<file path="src/rtl/cmp_oref_pkg.sv">
package cmp_oref_pkg;

    localparam int MODE_W = 4;

    typedef enum logic [MODE_W-1:0] {
        OM_HOLD  = 4'b0000,
        OM_CLR   = 4'b0001,
        OM_SET   = 4'b0010,
        OM_TOG   = 4'b0011,
        OM_FLO   = 4'b0100,
        OM_FHI   = 4'b0101,
        OM_PWM1  = 4'b0110,
        OM_PWM2  = 4'b0111,
        OM_APWM1 = 4'b1110,
        OM_APWM2 = 4'b1111
    } omode_e;

    typedef struct packed {
        logic oref;
        logic imm;
    } oref_st_t;

endpackage

</file>
<file path="src/rtl/cmp_value_reg.sv">
module cmp_value_reg #(
    parameter int W = 16
) (
    input  logic         clk,
    input  logic         rst_n,
    input  logic         wr_i,
    input  logic [W-1:0] data_i,
    input  logic         preload_i,
    input  logic         upd_i,
    output logic [W-1:0] active_o
);

    typedef struct packed {
        logic [W-1:0] pend;
        logic [W-1:0] act;
    } cmp_st_t;

    cmp_st_t st_d, st_q;

    always_comb begin
        st_d = st_q;
        if (wr_i) st_d.pend = data_i;
        if (!preload_i) begin
            if (wr_i) st_d.act = data_i;
        end else if (upd_i) begin
            st_d.act = st_d.pend;
        end
    end

    always_ff @(posedge clk or negedge rst_n) begin
        if (!rst_n) st_q <= '0;
        else        st_q <= st_d;
    end

    assign active_o = st_q.act;

    AST_DIRECT_WRITE: assert property (@(posedge clk) disable iff (!rst_n)
        (wr_i && !preload_i) |=> (active_o == $past(data_i)));
    AST_PRELOAD_WAIT: assert property (@(posedge clk) disable iff (!rst_n)
        (preload_i && !upd_i) |=> $stable(active_o));

endmodule

</file>
<file path="src/rtl/cmp_oref_logic.sv">
module cmp_oref_logic
    import cmp_oref_pkg::*;
#(
    parameter int W = 16
) (
    input  logic              clk,
    input  logic              rst_n,
    input  logic [W-1:0]      cnt_i,
    input  logic              down_i,
    input  logic [W-1:0]      cmp_main_i,
    input  logic [W-1:0]      cmp_alt_i,
    input  logic              ovf_i,
    input  logic              trig_i,
    input  logic [MODE_W-1:0] mode_i,
    input  logic              imm_en_i,
    output logic              oref_o,
    output logic              match_o
);

    oref_st_t st_d, st_q;
    logic [W-1:0] pwm_cmp;
    logic hit, asym, pwm12, pwm_lvl, force_now;

    always_comb begin
        st_d      = st_q;
        hit       = (cnt_i == cmp_main_i);
        asym      = (mode_i == OM_APWM1) || (mode_i == OM_APWM2);
        pwm12     = (mode_i == OM_PWM1) || (mode_i == OM_PWM2);
        pwm_cmp   = (asym && down_i) ? cmp_alt_i : cmp_main_i;
        pwm_lvl   = down_i ? !(cnt_i > pwm_cmp) : (cnt_i < pwm_cmp);
        force_now = pwm12 && imm_en_i && (trig_i || (st_q.imm && !ovf_i));
        st_d.imm  = force_now;
        case (mode_i)
            OM_CLR:   if (hit) st_d.oref = 1'b0;
            OM_SET:   if (hit) st_d.oref = 1'b1;
            OM_TOG:   if (hit) st_d.oref = !st_q.oref;
            OM_FLO:   st_d.oref = 1'b0;
            OM_FHI:   st_d.oref = 1'b1;
            OM_PWM1,
            OM_APWM1: st_d.oref = pwm_lvl;
            OM_PWM2,
            OM_APWM2: st_d.oref = !pwm_lvl;
            default:  st_d.oref = st_q.oref;
        endcase
        if (force_now) st_d.oref = 1'b1;
    end

    always_ff @(posedge clk or negedge rst_n) begin
        if (!rst_n) st_q <= '0;
        else        st_q <= st_d;
    end

    assign oref_o  = st_q.oref;
    assign match_o = hit;

    AST_FORCE_LOW: assert property (@(posedge clk) disable iff (!rst_n)
        (mode_i == OM_FLO) |=> !oref_o);
    AST_FORCE_HIGH: assert property (@(posedge clk) disable iff (!rst_n)
        (mode_i == OM_FHI) |=> oref_o);
    AST_HOLD_MODE: assert property (@(posedge clk) disable iff (!rst_n)
        (mode_i == OM_HOLD) |=> $stable(oref_o));
    AST_IMM_ACTIVE: assert property (@(posedge clk) disable iff (!rst_n)
        (pwm12 && imm_en_i && trig_i) |=> oref_o);

endmodule

</file>
<file path="src/rtl/cmp_oref_gen.sv">
module cmp_oref_gen
    import cmp_oref_pkg::*;
#(
    parameter int CNT_W = 16
) (
    input  logic             clk,
    input  logic             rst_n,
    input  logic [CNT_W-1:0] cnt_i,
    input  logic             cnt_down_i,
    input  logic             upd_evt_i,
    input  logic             ovf_evt_i,
    input  logic             trig_evt_i,
    input  logic             wr_main_i,
    input  logic             wr_alt_i,
    input  logic [CNT_W-1:0] wr_data_i,
    input  logic [3:0]       mode_i,
    input  logic             preload_en_i,
    input  logic             imm_act_en_i,
    input  logic             dma_sel_i,
    output logic             oref_o,
    output logic             match_o,
    output logic             dma_req_o
);

    localparam int N_CMP = 2;

    logic [N_CMP-1:0]            wr_vec;
    logic [N_CMP-1:0][CNT_W-1:0] cmp_val;

    assign wr_vec = {wr_alt_i, wr_main_i};

    for (genvar g = 0; g < N_CMP; g++) begin : g_cmp
        cmp_value_reg #(.W(CNT_W)) u_reg (
            .clk       (clk),
            .rst_n     (rst_n),
            .wr_i      (wr_vec[g]),
            .data_i    (wr_data_i),
            .preload_i (preload_en_i),
            .upd_i     (upd_evt_i),
            .active_o  (cmp_val[g])
        );
    end

    cmp_oref_logic #(.W(CNT_W)) u_logic (
        .clk        (clk),
        .rst_n      (rst_n),
        .cnt_i      (cnt_i),
        .down_i     (cnt_down_i),
        .cmp_main_i (cmp_val[0]),
        .cmp_alt_i  (cmp_val[1]),
        .ovf_i      (ovf_evt_i),
        .trig_i     (trig_evt_i),
        .mode_i     (mode_i),
        .imm_en_i   (imm_act_en_i),
        .oref_o     (oref_o),
        .match_o    (match_o)
    );

    assign dma_req_o = dma_sel_i ? upd_evt_i : match_o;

endmodule

</file>
<file path="config.mk">
export PLATFORM = sky130hd
export DESIGN_NAME = cmp_oref_gen
export DESIGN_NICKNAME = d
export VERILOG_FILES = /design/src/rtl/cmp_oref_pkg.sv /design/src/rtl/cmp_value_reg.sv /design/src/rtl/cmp_oref_logic.sv /design/src/rtl/cmp_oref_gen.sv
export SDC_FILE = /design/constraint.sdc
export NUM_CORES = 1
export LEC_CHECK = 0
export BUFFER_PORTS_ARGS = -buffer_cell sky130_fd_sc_hd__buf_2
export CORE_MARGIN = 4
export CORE_UTILIZATION = 50
export CTS_BUF_LIST = sky130_fd_sc_hd__clkbuf_8
export DETAILED_ROUTE_END_ITERATION = 7
export PLACE_DENSITY = 0.71
export RECOVER_POWER = 100
export SETUP_SLACK_MARGIN = 0.15
export SYNTH_ARGS = -nofsm -noshare
export SYNTH_HDL_FRONTEND = slang
export SYNTH_SLANG_ARGS = --single-unit
</file>
<file path="constraint.sdc">
create_clock -name clk -period 2.75 [get_ports clk]
set_input_delay 0.1375 -clock clk [delete_from_list [all_inputs] [get_ports clk]]
set_output_delay 0.1375 -clock clk [all_outputs]
set_load 0.005 [all_outputs]
</file>
==> impl_metrics.tcl <==
set metrics [dict create \
    status "finished with violations" \
    failed_checks "max-capacitance violations, max-slew violations" \
    total_power_mw 2.60 \
    drt_iter0_drc 161 \
    synth_enable_flop_cells 0 \
    synth_area_mm2 0.00373 \
    peakVddDrop_uv 310 \
    detail-route-antenna-nets 0 \
    avgViaCountPerCell 6.04 \
    yosys-top-cells-area "dfrtp_1, mux2_2, o22ai_1, a21oi_1, ha_1" \
    firstDrtPassIters 5 \
    ys_warn_count 0 \
    drv_cap 1 \
    ys.flop_type "dfrtp_1" \
    synthToLayoutAreaGrowth_pct 15.1 \
    ff2ff_path_depth 8 \
    cts_tree "yes" \
    ioPinCount 50 \
    r2r-start "g_cmp[0].u_reg.active_o[9]" \
    diodes 0 \
    syn_avg_cell_area_um2 10.1 \
    hold_class "primary input to flip-flop" \
    dpl.cell_count 500 \
    antenna_found_initial 0 \
    grt_pass1_wl_mm 15.6 \
    setup_viol 0 \
    finalNonFillerCells 517 \
    rsz0062_at_grt "no" \
    vias 3121 \
    worst_ep_required_time_ns 2.96 \
    slew_headroom_pct -21.3 \
    path_class "flip-flop to flip-flop" \
    worst-path-max-fanout 4 \
    finalCriticalPeriod_ns 2.40 \
    numCtsBuffers 9 \
    syn_inst 370 \
    wl_per_cell_um 18.2 \
    row_count 31 \
    yosysTopAreaCell "dfrtp_1" \
    die_y_um 94.4 \
    post_cts_buffers 0 \
    h-tree-depth 3 \
    cts_buffer_depth 2 \
    synth.most_common_cell "dfrtp_1" \
    grt_max_degree 55 \
    grt_overflow 0 \
    synthArstFlopShare_pct 100 \
    final_core_util_pct 59.2 \
    final_area_mm2 0.00430 \
    fp.coreArea_mm2 0.00725 \
    drive_above_1_share_pct 23.9 \
    crit_start "g_cmp[0].u_reg.active_o[9]" \
    initial_core_util_pct 51.5 \
    drc 0 \
    setup_tns_ns 0 \
    place_area_mm2 0.00407 \
    synth-seq-cells 66 \
    r2r_slack_ns 0.35 \
    portBuffers 49 \
    power_density_mw_per_mm2 606 \
    cts-root-buf "clkbuf_8" \
    clock_sinks 66 \
    place.gp.congestion 0.858 \
    ys_seq_area_share_pct 44.2 \
    cp-start-kind "flip-flop" \
    grt_pass1_vias 3083 \
    clk_latency_ns 0.35 \
    dp_hpwl_mm 6.72 \
    synthDistinctLibCells 37 \
    cp-end-kind "flip-flop" \
    slew_violations 32 \
    cp_data_arrival_time_ns 2.62 \
    finalNetCount 476 \
    clock_skew_ns 0.00774 \
    syn_nets 433 \
    die-area_mm2 0.00891 \
    path_clk_slew_ns 0.07 \
    critPathCapture "u_logic.oref_o" \
    fin_crit_sh_pct 87.4 \
    wl_mm 9.43 \
    p_leak_nw 1.94 \
    grt_use_total_pct 22.7 \
    synthTopCellsByCount "dfrtp_1, o22ai_1, a21oi_1" \
    synth.top_cell.area_share_pct 44.2 \
    fmax_mhz 416 \
    finalHoldViolCount 0 \
    r2r_end "u_logic.oref_o" \
    tightest_slew_ns 1.82 \
    dieWidth_um 94.4 \
]
==> worst min path at each step <==
stage / startpoint / endpoint / slack [ns] / cells past startpoint
global route: mode_i[3] / u_logic.st_q[0] / 0.02 / 2
detailed placement: rst_n / g_cmp[0].u_reg.st_q[27] / 0.25 / 1
global placement: rst_n / g_cmp[0].u_reg.st_q[27] / 0.26 / 1
finish: mode_i[3] / u_logic.st_q[0] / 0.03 / 2
floorplan: rst_n / g_cmp[0].u_reg.active_o[0] / -0.16 / 0
CTS: mode_i[3] / u_logic.st_q[0] / 0.02 / 2
==> layout make-up <==
type,count,area (um2)
clock inverter,5,77.6
clock buffer,11,151
tap,99,124
multi-input combinational,261,1910
timing repair buffer,58,315
fill,659,2960
sequential,66,1650
inverter,17,63.8
==> stage by stage <==
step | setup WS (ns) | hold WS, ns
6_report | 0.347 | 0.0284
5_1_grt | 0.176 | 0.0215
4_1_cts | 0.347 | 0.0156
3_5_place_dp | 0.128 | 0.255
3_3_place_gp | 0.173 | 0.258
2_1_floorplan | 0.0632 | -0.158
==> metal layers <==
layer	vias up	part of all wire (%)	track usage, %	wire [um]
li1	1461	-	-	-
met1	1534	43	29.2	4040
met3	19	5.2	4.62	493
met5	-	0	0	0
met4	0	2.0	8.18	188
met2	107	50	38.1	4700
==> where the power goes <==
part	total, mW	switching [mW]	internal [mW]
logic	0.504	0.271	0.233
clock network	0.924	0.367	0.557
registers	1.18	0.0968	1.08
total	2.60	0.735	1.87
==> flip-flops by register name, summed over array words and instances (netlist names) <==
| register | flops |
|---|---|
| u_logic.st_q | 1 |
| u_logic.oref_o | 1 |
| g_cmp.u_reg.active_o | 32 |
| g_cmp.u_reg.st_q | 32 |
==> cells in the final DEF, fill, tap and decap left out, drive strengths merged, types with 2 or more instances in the layout <==
| master | count |
|---|---|
| a2111oi | 2 |
| a21oi | 41 |
| buf | 51 |
| bufinv | 2 |
| clkbuf | 17 |
| clkinv | 3 |
| dfrtp | 66 |
| ha | 16 |
| inv | 17 |
| mux2 | 28 |
| mux2i | 17 |
| nand2 | 17 |
| nand2b | 2 |
| nand3 | 2 |
| nand3b | 5 |
| nand4 | 5 |
| nor2 | 3 |
| nor3 | 12 |
| nor4 | 4 |
| o21a | 12 |
| o21ai | 21 |
| o22ai | 48 |
| xor2 | 16 |
==> kinds of logic (layout without fill, tap and decap cells) <==
family | after synthesis | after routing | synth area share [%]
AOI/OAI and AO/OA | 129 | 129 | 20.5
DFF | 66 | 66 | 44.2
and+or+nand+nor | 55 | 55 | 8.61
muxes | 45 | 45 | 13.0
buffers and inverters | 43 | 91 | 4.52
adders and majority gates | 16 | 16 | 5.36
xor gates and xnor gates | 16 | 16 | 3.75
==> critical path: stages (launching register included) <==
cell       delay, ns
dfrtp_1         0.44
mux2i_1         0.16
ha_1            0.29
a21o_1          0.19
a21oi_1         0.13
o21ai_0         0.11
a2111oi_0       0.60
mux2i_1         0.27
a21oi_1         0.09
==> timing repair <==
action                                  CTS  global route
resized for setup                         0             0
endpoints found under the hold margin    31             0
endpoints found under the setup margin    0             0
hold buffers                              1             0
Note: power is estimated with default switching activity, not from simulation.
